File: src/rtl/nrom_pkg.sv
package nrom_pkg;

    localparam int COL_W     = 10;
    localparam int PAGE_W    = 16;
    localparam int SPARE_OFS = 512;
    localparam int LAST_COL  = 527;

    localparam logic [7:0] OP_READ_LO = 8'h00;
    localparam logic [7:0] OP_READ_HI = 8'h01;
    localparam logic [7:0] OP_READ_SP = 8'h50;
    localparam logic [7:0] OP_RESET   = 8'hFF;

    typedef enum logic [2:0] {
        ST_IDLE,
        ST_ADDR,
        ST_ACCESS,
        ST_DATA,
        ST_GAP,
        ST_RESET
    } state_e;

    typedef enum logic [1:0] {
        AREA_LO,
        AREA_HI,
        AREA_SP
    } area_e;

    typedef struct packed {
        logic       ce_n;
        logic       cle;
        logic       ale;
        logic       we_n;
        logic       re_n;
        logic [7:0] io;
    } pins_t;

endpackage

File: src/rtl/nrom_pin_sampler.sv
module nrom_pin_sampler
    import nrom_pkg::*;
(
    input  logic  clk,
    input  logic  rst_n,
    input  pins_t pins_i,
    output pins_t pins_o,
    output logic  we_rise_o,
    output logic  re_fall_o,
    output logic  re_rise_o
);

    typedef struct packed {
        pins_t cur;
        logic  we_prev;
        logic  re_prev;
    } smp_t;

    smp_t s_d, s_q;

    always_comb begin
        s_d         = s_q;
        s_d.cur     = pins_i;
        s_d.we_prev = s_q.cur.we_n;
        s_d.re_prev = s_q.cur.re_n;
    end

    always_ff @(posedge clk or negedge rst_n) begin
        if (!rst_n) begin
            s_q.cur.ce_n <= 1'b1;
            s_q.cur.cle  <= 1'b0;
            s_q.cur.ale  <= 1'b0;
            s_q.cur.we_n <= 1'b1;
            s_q.cur.re_n <= 1'b1;
            s_q.cur.io   <= '0;
            s_q.we_prev  <= 1'b1;
            s_q.re_prev  <= 1'b1;
        end else begin
            s_q <= s_d;
        end
    end

    assign pins_o    = s_q.cur;
    assign we_rise_o = s_q.cur.we_n & ~s_q.we_prev;
    assign re_fall_o = ~s_q.cur.re_n & s_q.re_prev;
    assign re_rise_o = s_q.cur.re_n & ~s_q.re_prev;

endmodule

File: src/rtl/nrom_wait_timer.sv
module nrom_wait_timer #(
    parameter int W = 8
) (
    input  logic         clk,
    input  logic         rst_n,
    input  logic         load_i,
    input  logic [W-1:0] val_i,
    output logic         done_o
);

    logic [W-1:0] cnt_d, cnt_q;

    always_comb begin
        cnt_d = cnt_q;
        if (load_i) begin
            cnt_d = val_i;
        end else if (cnt_q != '0) begin
            cnt_d = cnt_q - 1'b1;
        end
    end

    always_ff @(posedge clk or negedge rst_n) begin
        if (!rst_n) cnt_q <= '0;
        else        cnt_q <= cnt_d;
    end

    assign done_o = (cnt_q == '0);

endmodule

File: src/rtl/nrom_cell_src.sv
module nrom_cell_src
    import nrom_pkg::*;
(
    input  logic [PAGE_W-1:0] page_i,
    input  logic [COL_W-1:0]  col_i,
    output logic [7:0]        byte_o
);

    logic [7:0] half_mix;

    always_comb begin
        half_mix = col_i[8] ? 8'hA5 : 8'h00;
        if (col_i >= COL_W'(SPARE_OFS)) begin
            byte_o = 8'hFF;
        end else begin
            byte_o = col_i[7:0] ^ page_i[7:0] ^ page_i[15:8] ^ half_mix;
        end
    end

endmodule

File: src/rtl/nrom_dev.sv
module nrom_dev
    import nrom_pkg::*;
#(
    parameter int ACCESS_CYC  = 40,
    parameter int RESET_CYC   = 12,
    parameter int GAP_CYC     = 6,
    parameter int BLOCK_PAGES = 32
) (
    input  logic       clk,
    input  logic       rst_n,
    input  logic       chip_sel_n,
    input  logic       cmd_latch,
    input  logic       addr_latch,
    input  logic       wr_n,
    input  logic       rd_n,
    input  logic [7:0] dq_in,
    output logic [7:0] dq_out,
    output logic       dq_oe,
    output logic       ready,
    output logic       proto_err
);

    localparam int MAX_AR  = (ACCESS_CYC > RESET_CYC) ? ACCESS_CYC : RESET_CYC;
    localparam int TMR_MAX = (MAX_AR > GAP_CYC) ? MAX_AR : GAP_CYC;
    localparam int TMR_W   = $clog2(TMR_MAX + 1);
    localparam int BLK_W   = $clog2(BLOCK_PAGES);

    typedef struct packed {
        state_e             st;
        area_e              area;
        logic [1:0]         acnt;
        logic [COL_W-1:0]   col;
        logic [PAGE_W-1:0]  page;
        logic [7:0]         dout;
        logic               oe;
        logic               err;
    } core_t;

    core_t r_d, r_q;

    pins_t             pins_raw, smp;
    logic              we_rise, rd_fall, rd_rise;
    logic              tmr_load, tmr_done;
    logic [TMR_W-1:0]  tmr_val;
    logic [7:0]        cell_byte;
    logic              cmd_stb, adr_stb, busy_now, blk_last;
    area_e             area_mon;
    logic [COL_W-1:0]  col_mon;

    assign pins_raw.ce_n = chip_sel_n;
    assign pins_raw.cle  = cmd_latch;
    assign pins_raw.ale  = addr_latch;
    assign pins_raw.we_n = wr_n;
    assign pins_raw.re_n = rd_n;
    assign pins_raw.io   = dq_in;

    nrom_pin_sampler u_smp (
        .clk       (clk),
        .rst_n     (rst_n),
        .pins_i    (pins_raw),
        .pins_o    (smp),
        .we_rise_o (we_rise),
        .re_fall_o (rd_fall),
        .re_rise_o (rd_rise)
    );

    nrom_wait_timer #(.W(TMR_W)) u_tmr (
        .clk    (clk),
        .rst_n  (rst_n),
        .load_i (tmr_load),
        .val_i  (tmr_val),
        .done_o (tmr_done)
    );

    nrom_cell_src u_cell (
        .page_i (r_q.page),
        .col_i  (r_q.col),
        .byte_o (cell_byte)
    );

    assign cmd_stb  = we_rise & ~smp.ce_n & smp.cle & ~smp.ale;
    assign adr_stb  = we_rise & ~smp.ce_n & smp.ale & ~smp.cle;
    assign busy_now = (r_q.st == ST_ACCESS) || (r_q.st == ST_RESET);
    assign blk_last = (r_q.page[BLK_W-1:0] == {BLK_W{1'b1}});

    always_comb begin
        r_d      = r_q;
        tmr_load = 1'b0;
        tmr_val  = '0;
        if (cmd_stb && smp.io == OP_RESET) begin
            r_d.st   = ST_RESET;
            tmr_load = 1'b1;
            tmr_val  = TMR_W'(RESET_CYC);
        end else if (cmd_stb) begin
            if (busy_now) begin
                r_d.err = 1'b1;
            end else begin
                case (smp.io)
                    OP_READ_LO: begin r_d.area = AREA_LO; r_d.st = ST_ADDR; r_d.acnt = 2'd0; end
                    OP_READ_HI: begin r_d.area = AREA_HI; r_d.st = ST_ADDR; r_d.acnt = 2'd0; end
                    OP_READ_SP: begin r_d.area = AREA_SP; r_d.st = ST_ADDR; r_d.acnt = 2'd0; end
                    default:    r_d.err = 1'b1;
                endcase
            end
        end else if (adr_stb) begin
            if (r_q.st != ST_ADDR) begin
                r_d.err = 1'b1;
            end else begin
                case (r_q.acnt)
                    2'd0: begin
                        case (r_q.area)
                            AREA_LO: r_d.col = {2'b00, smp.io};
                            AREA_HI: r_d.col = {2'b01, smp.io};
                            default: r_d.col = {6'b100000, smp.io[3:0]};
                        endcase
                        r_d.acnt = 2'd1;
                    end
                    2'd1: begin
                        r_d.page[7:0] = smp.io;
                        r_d.acnt      = 2'd2;
                    end
                    default: begin
                        r_d.page[15:8] = smp.io;
                        r_d.acnt       = 2'd0;
                        r_d.st         = ST_ACCESS;
                        tmr_load       = 1'b1;
                        tmr_val        = TMR_W'(ACCESS_CYC);
                    end
                endcase
            end
        end else begin
            case (r_q.st)
                ST_ACCESS: if (tmr_done) r_d.st = ST_DATA;
                ST_RESET:  if (tmr_done) r_d.st = ST_IDLE;
                ST_GAP: begin
                    if (smp.ce_n) begin
                        r_d.st = ST_IDLE;
                    end else if (tmr_done) begin
                        r_d.st   = ST_ACCESS;
                        tmr_load = 1'b1;
                        tmr_val  = TMR_W'(ACCESS_CYC);
                    end
                end
                ST_DATA: begin
                    if (rd_fall && !smp.ce_n) begin
                        r_d.dout = cell_byte;
                    end else if (rd_rise && !smp.ce_n) begin
                        if (r_q.col == COL_W'(LAST_COL)) begin
                            if (blk_last) begin
                                r_d.st = ST_IDLE;
                            end else begin
                                r_d.st   = ST_GAP;
                                r_d.page = r_q.page + 1'b1;
                                r_d.col  = (r_q.area == AREA_SP) ? COL_W'(SPARE_OFS) : '0;
                                tmr_load = 1'b1;
                                tmr_val  = TMR_W'(GAP_CYC);
                            end
                        end else begin
                            r_d.col = r_q.col + 1'b1;
                        end
                    end
                end
                default: ;
            endcase
        end
        if (rd_fall && !smp.ce_n && r_q.st != ST_DATA) begin
            r_d.err = 1'b1;
        end
        r_d.oe = (r_d.st == ST_DATA) && !smp.ce_n && !smp.re_n;
    end

    always_ff @(posedge clk or negedge rst_n) begin
        if (!rst_n) begin
            r_q.st   <= ST_IDLE;
            r_q.area <= AREA_LO;
            r_q.acnt <= '0;
            r_q.col  <= '0;
            r_q.page <= '0;
            r_q.dout <= '0;
            r_q.oe   <= 1'b0;
            r_q.err  <= 1'b0;
        end else begin
            r_q <= r_d;
        end
    end

    assign dq_out    = r_q.dout;
    assign dq_oe     = r_q.oe;
    assign ready     = ~busy_now;
    assign proto_err = r_q.err;
    assign area_mon  = r_q.area;
    assign col_mon   = r_q.col;

endmodule

File: config.mk
export PLATFORM = sky130hd
export DESIGN_NAME = nrom_dev
export DESIGN_NICKNAME = d
export VERILOG_FILES = /design/src/rtl/nrom_pkg.sv /design/src/rtl/nrom_pin_sampler.sv /design/src/rtl/nrom_wait_timer.sv /design/src/rtl/nrom_cell_src.sv /design/src/rtl/nrom_dev.sv
export SDC_FILE = /design/constraint.sdc
export NUM_CORES = 1
export LEC_CHECK = 0
export BUFFER_PORTS_ARGS = -buffer_cell sky130_fd_sc_hd__buf_2
export CAP_MARGIN = 20
export CORE_MARGIN = 3
export CORE_UTILIZATION = 41
export CTS_BUF_LIST = sky130_fd_sc_hd__clkbuf_8
export DETAILED_ROUTE_END_ITERATION = 7
export GPL_TIMING_DRIVEN = 1
export SKIP_CTS_REPAIR_TIMING = 1
export SYNTH_ARGS = -nofsm -noshare
export SYNTH_HDL_FRONTEND = slang
export SYNTH_SLANG_ARGS = --single-unit
File: constraint.sdc
create_clock -name clk -period 2.1 [get_ports clk]
set_clock_uncertainty 0.2 [all_clocks]
set_input_delay 0.105 -clock clk [delete_from_list [all_inputs] [get_ports clk]]
set_output_delay 0.105 -clock clk [all_outputs]
set_load 0.02 [all_outputs]
==> metrics, run 1 <==
r2r setup slk -0.1 ns; post-route antenna net violation count 0; core area 8763 sq um; leakage dissipation 0.002228 uW; power density over the cells 802.5 nW/um^2; overall die area 10280 sq um; starting utilization of the core area 42.59%; total number of vias 3530; buffers added on ports 25; number of top-level design ports 26; vertical extent of the die 101.4 microns; combined area of all synthesized cells 3732 sq um; global routing met1 resource utilization 28.53%; pre-CTS WS -0.1419 ns; number of enable flip-flop cells after synthesis 0; met2 routing resource usage after global routing 32.09%; type of element capturing the critical path flip-flop; number of distinct library cells after synthesis 62; period utilization 104.7%; Reg2Reg Launch Point u_smp.pins_o[9]$_DFF_PN1_; arrival time at the worst endpoint 2.23 ns; count of endpoints failing setup in the final report 22; hpwl dp between 7 and 8 mm; number of H-tree branching levels 3; cell row count 34; Reg clk slew, reported paths 0.08 ns; gp weighted congestion 0.9514; drt pass-1 iters 7; Worst path slowest cell sky130_fd_sc_hd__dfstp_2; Most Used Layer, Global Route met2; largest delay contributor family on the critical path flip-flops; time the final worst path needs with I/O delays and setup roughly 2.2 ns; GR Overflow Total 0; Max-Cap Viols 0; count of non-filler cells in the finished layout 627; initial antenna violation count 0; fraction of the yosys area taken by sequential cells 43.08%; met3 track demand over resource in global routing 3.719%; Die X 101.4 microns; total placed cells including tap cells approximately 600; final hold violation count 0; CP Data Required Time 2.13 ns; Worst VDD drop 0.4423 mV; drt total wl 10.57 mm; worst slew pin tran 0.6595 ns; hold crit path type in -> async; ys flop type sky130_fd_sc_hd__dfrtp_1; Yosys warning count 0; outcome complete, but fails checks; overall global routing resource usage 20.58%; Register Area roughly 1600 sq um; final max-slew violation count 0; cell count after synthesis 411; vias in the first global route 3311; TritonCTS Sinks 64; Layout fillers 767; crit path cell chain nor3b_4 -> buf_4 -> a21oi_2 -> o2111ai_2 -> buf_6 -> a21o_4 -> mux2_4; clock buffer depth 2; total clock buffers created by CTS 9; maximum achievable frequency 455.0 MHz; Critical R2R Capture r_q[10]$_DFFE_PN0P_; ratio of cells with drive above 1 in the final layout 33.14%; RSZ-0062 raised after global routing yes; CTS tree built; Synth async-reset ratio 100.0%; syn_area_per_cell 9.081 sq um; worst setup path class reg -> reg; number of flip-flops and latches in the synthesized netlist between 60 and 70; Syn-to-layout area delta 35.40%; pin count of the biggest net entering global routing 30; antenna cell count 0; Worst Reg2Reg Path Length in Cells 7; wire length of the first global-routing pass 16.42 mm; first-iteration detailed-routing DRC count between 200 and 300; largest driver fanout on the critical path 7; Layout Nets 535; longest individual stage delay on the worst path about 0.53 ns; via count normalized by instance count approximately 5.6; number of DRC violations after detailed routing 0; later-pin clock latency in the skew report 0.35 ns; net count after synthesis 432; final hold slack 0.1118 ns; routed len/inst 16.86 microns; Buf+Inv Stages, Crit Path 2; type of origin of the critical path flip-flop; failing checks negative setup slack; area of the multi-input gates 2093 sq um; min setup slack post-route -0.09797 ns; headroom to the max-slew limit 56.04%; root cell of the clock tree sky130_fd_sc_hd__clkbuf_8
[synthesized netlist by cell type (all sizes together) (2+ instances only)]
library cell	instances	area, sq um
nor2	40	150.1
xnor2	12	105.1
and3	12	75.07
a21oi	20	103.9
a22o	2	17.52
a22oi	6	45.04
o32a	3	30.03
a21o	2	22.52
or2	3	18.77
mux2	2	26.27
o21ai	55	282.8
dfstp	5	131.4
or3	4	40.04
a31oi	13	81.33
buf	21	147.6
o31a	4	35.03
xor2	12	105.1
dfrtp	59	1476
nand3	17	85.08
nand4	5	31.28
nor3b	6	56.31
nor4	3	25.02
and2	3	18.77
o31ai	2	15.01
o21a	2	15.01
nand2b	7	43.79
inv	12	45.04
nand3b	7	52.55
nor3	7	40.04
nor2b	5	31.28
nand2	27	101.4
clkbuf	7	26.28
ha	6	75.07
a32oi	5	43.79
[worst max-delay path by stage]
| stage | from | endpoint | depth (start not counted) |
|---|---|---|---|
| after CTS | r_q[11]$_DFFE_PN0P_ | r_q[25]$_DFFE_PN0P_ | 7 |
| final | u_smp.pins_o[9]$_DFF_PN1_ | r_q[10]$_DFFE_PN0P_ | 7 |
| after detailed placement | r_q[11]$_DFFE_PN0P_ | r_q[25]$_DFFE_PN0P_ | 7 |
| after global routing | u_smp.pins_o[9]$_DFF_PN1_ | r_q[10]$_DFFE_PN0P_ | 7 |
| after floorplan | r_q[11]$_DFFE_PN0P_ | r_q[10]$_DFFE_PN0P_ | 6 |
| after global placement | r_q[11]$_DFFE_PN0P_ | r_q[19]$_DFFE_PN0P_ | 7 |
[state kept, by name, summed over array words and instances, names as in the netlist]
name,flops
r_q,21
u_smp.pins_o,13
col_mon,10
dq_out,8
u_tmr.cnt_q,6
area_mon,2
u_smp.s_q,2
dq_oe,1
proto_err,1
[power breakdown]
group,switching (uW),internal [uW],total [uW]
logic,635,589,1220
registers,135,1420,1550
clock network,500,780,1280
[layout make-up]
class	count	share of cell area, %
well taps	108	2.674
clock inverters	7	2.204
multi-input cells	309	41.42
clock buffers	9	2.451
repair buffers	118	18.54
flip-flops and latches	64	31.81
inverters	12	0.8913
[layout by cell type, fill, tap and decap left out, types with 3 or more instances in the layout]
cell                             n
sky130_fd_sc_hd__buf_12          4
sky130_fd_sc_hd__nand2_1        24
sky130_fd_sc_hd__inv_1          13
sky130_fd_sc_hd__o21ai_1        27
sky130_fd_sc_hd__buf_2          25
sky130_fd_sc_hd__o21ai_2        10
sky130_fd_sc_hd__nor2b_1         5
sky130_fd_sc_hd__a21oi_1        16
sky130_fd_sc_hd__or3_4           4
sky130_fd_sc_hd__and3_4          3
sky130_fd_sc_hd__o21ai_0        16
sky130_fd_sc_hd__a22oi_1         6
sky130_fd_sc_hd__a21oi_2         3
sky130_fd_sc_hd__a31oi_1        13
sky130_fd_sc_hd__ha_1            3
sky130_fd_sc_hd__buf_6           3
sky130_fd_sc_hd__a32oi_1         5
sky130_fd_sc_hd__nand3b_1        7
sky130_fd_sc_hd__bufinv_16       3
sky130_fd_sc_hd__and3_1          9
sky130_fd_sc_hd__nand2b_1        6
sky130_fd_sc_hd__nand4_1         5
sky130_fd_sc_hd__dfstp_2         5
sky130_fd_sc_hd__clkbuf_8        9
sky130_fd_sc_hd__xor2_1         12
sky130_fd_sc_hd__dlygate4sd3_1  14
sky130_fd_sc_hd__nand2_2         3
sky130_fd_sc_hd__dfrtp_1        59
sky130_fd_sc_hd__nor2_1         39
sky130_fd_sc_hd__o31a_1          4
sky130_fd_sc_hd__buf_4          71
sky130_fd_sc_hd__xnor2_1        12
sky130_fd_sc_hd__nand3_1        16
sky130_fd_sc_hd__o32a_1          3
sky130_fd_sc_hd__nor3b_1         4
sky130_fd_sc_hd__nor3_1          6
sky130_fd_sc_hd__a21o_4          3
[routing by layer]
| layer | vias up | part of all wire (%) |
|---|---|---|
| li1 | 1692 | - |
| met1 | 1683 | 46 |
| met2 | 139 | 47 |
| met3 | 16 | 5.6 |
| met4 | 0 | 1.6 |
| met5 | - | 0 |
[metrics by stage]
step	TNS (ns)	util, %	area [sq um]	power [uW]
floorplan	-0.1383	-	3759	2343
global route	-4.093	57.67	5054	4295
CTS	-2.101	53.14	4657	4006
global placement	-0.6442	50.46	4422	2694
detailed placement	-1.470	50.46	4422	2722
finish	-0.7855	57.67	5054	4056
[logic make-up after synthesis]
kind of cell    synth area share, %
mux                          0.7038
flops                         43.08
compound gates                20.92
xor+xnor                      5.632
fa+ha+maj                     2.011
simple gates                  21.79
buf+inv                       5.866
(Power assumes the default switching activity.)
==> run 2: changes to the inputs <==
--- a/config.mk
+++ b/config.mk
@@ -15,4 +15,5 @@
 export SKIP_CTS_REPAIR_TIMING = 1
 export SYNTH_ARGS = -nofsm -noshare
 export SYNTH_HDL_FRONTEND = slang
+export SYNTH_HIERARCHICAL = 1
 export SYNTH_SLANG_ARGS = --single-unit
==> metrics, run 2 <==
Layout fillers 812 (+5.9%); starting utilization of the core area 42.92% (+0.33 points); Die X 105.3 microns (+3.8%); leakage dissipation 0.002452 uW (+10%); maximum achievable frequency 407.1 MHz (-11%); Yosys warning count 6 (+6); Critical R2R Capture col_mon[4]$_DFFE_PN0P_; cell row count 35 (+2.9%); Worst VDD drop 0.3380 mV (-24%); Max-Cap Viols 0 (unchanged); final hold violation count 0 (unchanged); later-pin clock latency in the skew report 0.34 ns (about the same); share of the core filled with cells 57.18% (-0.48 points); power density over the cells 618.1 nW/um^2 (-23%); overall die area 11080 sq um (+7.8%); Worst Reg2Reg Path Length in Cells 8 (+1); number of top-level design ports 26 (unchanged); total number of vias 3713 (+5.2%); hold crit path type in -> async; overall global routing resource usage 20.15% (-0.43 points); vertical extent of the die 105.3 microns (+3.8%); period utilization 117.0% (+12 points); top library cells by usage in the layout, fill and taps aside sky130_fd_sc_hd__buf_4, sky130_fd_sc_hd__dfrtp_1, sky130_fd_sc_hd__nor2_1, sky130_fd_sc_hd__nand2_1, sky130_fd_sc_hd__buf_2; syn_area_per_cell 9.399 sq um (+3.5%); hpwl dp 8.114 mm (+11%); failing checks negative setup slack; wire length of the first global-routing pass 17.84 mm (+8.7%); Reg2Reg Launch Point u_smp/pins_o[8]$_DFF_PN1_; CTS tree built; drt total wl 11.01 mm (+4.2%); buffers added on ports 25 (unchanged); via count normalized by instance count 5.600 (-0.53%); met2 routing resource usage after global routing 31.56% (-0.54 points); root cell of the clock tree sky130_fd_sc_hd__clkbuf_8; Syn-to-layout area delta 33.22%; post-route antenna net violation count 0 (unchanged); routed len/inst 16.61 microns (-1.5%); combined area of all synthesized cells 4041 sq um (+8.3%); GR Overflow Total 0 (unchanged); first-iteration detailed-routing DRC count 170 (-33%); cell count after synthesis 430 (+4.6%); largest driver fanout on the critical path 16 (+9); worst slew pin tran 0.6401 ns (-0.01933 ns); TritonCTS Sinks 64 (unchanged); met3 track demand over resource in global routing 3.001% (-0.72 points); headroom to the max-slew limit 57.33% (+1.3 points); core area 9415 sq um (+7.4%); Layout Nets 549 (+2.6%); worst setup path class reg -> reg; Reg clk slew, reported paths 0.07 ns (about the same); total clock buffers created by CTS 9 (unchanged); Most Used Layer, Global Route met2; gp weighted congestion 0.8898 (-6.5%); initial antenna violation count 0 (unchanged); ratio of cells with drive above 1 in the final layout 36.89% (+3.8 points); outcome complete, but fails checks; CP Data Required Time 2.12 ns (about the same); type of origin of the critical path flip-flop; min setup slack post-route -0.3562 ns (-0.2582 ns); flip-flop count of the largest register after layout 21 (unchanged); vias in the first global route 3562 (+7.6%); largest reg by FF count r_q; antenna cell count 0 (unchanged); drt pass-1 iters 4 (-3); number of DRC violations after detailed routing 0 (unchanged); number of H-tree branching levels 3 (unchanged); count of endpoints failing setup in the final report 39 (+77%); leading cell type in the layout, fill and taps excluded sky130_fd_sc_hd__buf_4; pre-CTS WS -0.4109 ns (-0.2690 ns); global routing met1 resource utilization 28.24% (-0.30 points); pin count of the biggest net entering global routing 39 (+30%); r2r setup slk -0.36 ns (-0.26 ns); final max-slew violation count 0 (unchanged); time the final worst path needs with I/O delays and setup 2.456 ns (+0.2582 ns); arrival time at the worst endpoint 2.48 ns (+0.25 ns); type of element capturing the critical path flip-flop; RSZ-0062 raised after global routing yes; clock buffer depth 2 (unchanged)
## run 2: cell type report
type                       count  area, sq um  area share (%)
inverter                      18        67.56           1.255
tap                          129        161.4           2.998
multi-input combinational    309         2350           43.64
clock buffer                  11        151.4           2.812
sequential                    64         1608           29.86
timing repair buffer         127         1015           18.85
clock inverter                 5        31.28          0.5810
## run 2: worst max-delay path: stages, from the launching register on
cell and delay [ns]:
sky130_fd_sc_hd__dfstp_2 0.54, sky130_fd_sc_hd__and2b_2 0.22, sky130_fd_sc_hd__or3b_4 0.38, sky130_fd_sc_hd__nor3b_2 0.18, sky130_fd_sc_hd__o211ai_1 0.15, sky130_fd_sc_hd__buf_12 0.19, sky130_fd_sc_hd__buf_4 0.14, sky130_fd_sc_hd__o31ai_1 0.24
sky130_fd_sc_hd__o21ai_1 0.10
## run 2: worst max path at each step
stage | endpoint | depth (start not counted) | startpoint
after floorplan | col_mon[0]$_DFFE_PN0P_ | 7 | u_smp/pins_o[8]$_DFF_PN1_
after global placement | r_q[19]$_DFFE_PN0P_ | 8 | u_smp/pins_o[8]$_DFF_PN1_
after detailed placement | dq_oe$_DFF_PN0_ | 7 | u_smp/pins_o[8]$_DFF_PN1_
after CTS | dq_oe$_DFF_PN0_ | 7 | u_smp/pins_o[8]$_DFF_PN1_
after global routing | r_q[19]$_DFFE_PN0P_ | 8 | u_smp/pins_o[8]$_DFF_PN1_
final | col_mon[4]$_DFFE_PN0P_ | 8 | u_smp/pins_o[8]$_DFF_PN1_
## run 2: stage by stage
| step | instance area (sq um) | total power, uW | std cells | hold slack [ns] | setup TNS, ns |
|---|---|---|---|---|---|
| after global routing | 5384 | 3489 | 663 | 0.1897 | -14.71 |
| after global placement | 4841 | 2175 | 631 | -0.03163 | -9.334 |
| final | 5384 | 3328 | 663 | 0.1299 | -10.08 |
| after CTS | 5024 | 3189 | 647 | -0.3997 | -11.04 |
| after detailed placement | 4841 | 2202 | 631 | -0.02823 | -10.59 |
| after floorplan | 4126 | 1897 | 431 | -0.3906 | -5.570 |
## run 2: per-layer routing
| metal | routed length, microns | part of all wire [%] | up-vias |
|---|---|---|---|
| met2 | 5201 | 47 | 117 |
| met1 | 5085 | 46 | 1820 |
| li1 | - | - | 1762 |
| met4 | 170 | 1.5 | 0 |
| met5 | 0 | 0 | - |
| met3 | 554 | 5.0 | 14 |
## run 2: power breakdown
group          switching [uW]  total, uW  internal, uW
clock network             513       1000           489
registers                88.7       1420          1330
logic                     435        909           474
==> run 3: changes to the inputs <==
--- a/config.mk
+++ b/config.mk
@@ -5,7 +5,7 @@
 export SDC_FILE = /design/constraint.sdc
 export NUM_CORES = 1
 export LEC_CHECK = 0
-export BUFFER_PORTS_ARGS = -buffer_cell sky130_fd_sc_hd__buf_2
+export BUFFER_PORTS_ARGS = -buffer_cell sky130_fd_sc_hd__buf_4
 export CAP_MARGIN = 20
 export CORE_MARGIN = 3
 export CORE_UTILIZATION = 41
@@ -13,7 +13,7 @@
 export DETAILED_ROUTE_END_ITERATION = 7
 export GPL_TIMING_DRIVEN = 1
 export SKIP_CTS_REPAIR_TIMING = 1
+export SLEW_MARGIN = 30
 export SYNTH_ARGS = -nofsm -noshare
 export SYNTH_HDL_FRONTEND = slang
-export SYNTH_HIERARCHICAL = 1
 export SYNTH_SLANG_ARGS = --single-unit
==> metrics, run 3 (synthesized netlist as in run 1, its figures left out) <==
Most Used Layer, Global Route met2; crit path cell chain ha_2 -> and3_4 -> ha_4 -> or3_4 -> a21o_4 -> mux2_4; type of element capturing the critical path flip-flop; Worst VDD drop 0.3241 mV (-4.1%); cell row count 34 (-2.9%); via count normalized by instance count 5.619 (+0.33%); min setup slack post-route -0.1037 ns (+0.2525 ns); root cell of the clock tree sky130_fd_sc_hd__clkbuf_8; arrival time at the worst endpoint 2.24 ns (-0.24 ns); number of H-tree branching levels 3 (unchanged); GR Overflow Total 0 (unchanged); clock buffer depth 2 (unchanged); initial antenna violation count 0 (unchanged); global routing met1 resource utilization 29.47% (+1.2 points); dpl cell area 4449 sq um (-8.1%); CTS tree built; overall die area 10280 sq um (-7.2%); flip-flop count of the largest register after layout 21 (unchanged); drt total wl 10.04 mm (-8.8%); met3 track demand over resource in global routing 3.306% (+0.31 points); worst setup path class reg -> reg; TritonCTS Sinks 64 (unchanged); drt pass-1 iters 5 (+1); Syn-to-layout area delta 33.59%; later-pin clock latency in the skew report 0.35 ns (about the same); ratio of cells with drive above 1 in the final layout 32.29% (-4.6 points); number of top-level design ports 26 (unchanged); RSZ-0062 raised after global routing yes; final max-slew violation count 0 (unchanged); CP Data Required Time 2.13 ns (about the same); antenna cell count 0 (unchanged); vias in the first global route 3255 (-8.6%); Worst path slowest cell sky130_fd_sc_hd__dfrtp_1; Layout fillers 777 (-4.3%); Layout Nets 527 (-4.0%); top library cells by usage in the layout, fill and taps aside sky130_fd_sc_hd__buf_4, sky130_fd_sc_hd__dfrtp_1, sky130_fd_sc_hd__nor2_1, sky130_fd_sc_hd__o21ai_1, sky130_fd_sc_hd__nand2_1; first-iteration detailed-routing DRC count 216 (+27%); total clock buffers created by CTS 9 (unchanged); starting utilization of the core area 42.59% (-0.33 points); gp weighted congestion 0.8949 (+0.57%); met2 routing resource usage after global routing 30.18% (-1.4 points); core area 8763 sq um (-6.9%); outcome complete, but fails checks; period utilization 104.9% (-12 points); post-route antenna net violation count 0 (unchanged); failing checks negative setup slack; final standard cell area without fillers 4986 sq um (-7.4%); headroom to the max-slew limit 45.17% (-12 points); worst slew pin tran 0.8225 ns (+0.1824 ns); count of endpoints failing setup in the final report 22 (-44%); largest driver fanout on the critical path 5 (-11); hold crit path type reg -> reg; longest individual stage delay on the worst path 0.40 ns (-0.14 ns); wire length of the first global-routing pass 16.26 mm (-8.8%); time the final worst path needs with I/O delays and setup 2.204 ns (-0.2525 ns); maximum achievable frequency 453.8 MHz (+11%); number of DRC violations after detailed routing 0 (unchanged); leading cell type in the layout, fill and taps excluded sky130_fd_sc_hd__buf_4; largest reg by FF count r_q; total number of vias 3478 (-6.3%); share of the core filled with cells 56.90% (-0.29 points); power density over the cells 815.4 nW/um^2 (+32%); final hold violation count 0 (unchanged); leakage dissipation 0.002189 uW (-11%); pin count of the biggest net entering global routing 65 (+67%); Die X 101.4 microns (-3.7%); vertical extent of the die 101.4 microns (-3.7%); buffers added on ports 25 (unchanged); hpwl dp 7.138 mm (-12%); overall global routing resource usage 20.12% (-0.025 points); Reg clk slew, reported paths 0.08 ns (about the same); Max-Cap Viols 0 (unchanged); routed len/inst 16.22 microns (-2.3%); type of origin of the critical path flip-flop
-- run 3: cell types whose count changed in the layout (fill, tap and decap cells not counted), moves of 7 or more --
cell                       delta
sky130_fd_sc_hd__buf_2       -25
sky130_fd_sc_hd__buf_4       +15
sky130_fd_sc_hd__o21ai_1     +11
sky130_fd_sc_hd__a21oi_1     +10
sky130_fd_sc_hd__nor2_1      +10
sky130_fd_sc_hd__o21ai_0     +10
sky130_fd_sc_hd__mux2_2       -9
sky130_fd_sc_hd__nand2b_1     -9
sky130_fd_sc_hd__o21ai_2      +9
sky130_fd_sc_hd__o31ai_1      -7
-- run 3: layout make-up --
| cell class | instances | area, sq um | share of cell area [%] |
|---|---|---|---|
| well taps | 108 | 135.1 | 2.710 |
| flip-flops and latches | 64 | 1608 | 32.25 |
| repair buffers | 111 | 913.4 | 18.32 |
| clock buffers | 10 | 137.6 | 2.760 |
| clock inverters | 6 | 90.09 | 1.807 |
| multi-input cells | 308 | 2057 | 41.25 |
| inverters | 12 | 45.04 | 0.9034 |
-- run 3: stage by stage --
step / worst slack [ns] / setup TNS (ns) / instances / power, uW / hold slack (ns)
floorplan: -0.03983 / -0.1383 / 411 / 2343 / -0.3906
global placement: -0.1105 / -0.9635 / 584 / 2763 / 0.01411
detailed placement: -0.1410 / -1.705 / 584 / 2795 / 0.01450
CTS: -0.1808 / -2.413 / 600 / 4034 / -0.3528
global route: -0.1918 / -4.568 / 619 / 4304 / 0.1759
finish: -0.1037 / -0.9178 / 619 / 4065 / 0.1673
-- run 3: layer usage --
layer / part of all wire, % / routed length, microns
met5: 0 / 0
met4: 2.0 / 202
met3: 5.6 / 565
met2: 46 / 4591
met1: 47 / 4681
-- run 3: critical path, delay by kind of cell, from the launching register on --
kind / cells / cell delay (ns)
DFF: 1 / 0.40
AOI/OAI and AO/OA: 1 / 0.25
muxes: 1 / 0.29
and+or+nand+nor: 2 / 0.59
adders and majority gates: 2 / 0.36
-- run 3: worst paths after layout --
path	end	cells past startpoint	slack [ns]	startpoint
worst max-delay path	r_q[10]$_DFFE_PN0P_	6	-0.10	r_q[11]$_DFFE_PN0P_
worst min-delay path	u_smp.s_q[1]$_DFF_PN1_	0	0.17	u_smp.pins_o[9]$_DFF_PN1_
worst max register to register	r_q[10]$_DFFE_PN0P_	6	-0.10	r_q[11]$_DFFE_PN0P_
worst min register to register	u_smp.s_q[1]$_DFF_PN1_	0	0.17	u_smp.pins_o[9]$_DFF_PN1_
max in group asynchronous	col_mon[8]$_DFFE_PN0P_	2	0.95	rst_n
min in group asynchronous	dq_out[7]$_DFFE_PN0P_	2	0.18	rst_n
-- run 3: power by group --
group	internal [uW]	switching [uW]
Clock	707	531
Combinational	638	636
Sequential	1420	138
Total	2760	1300
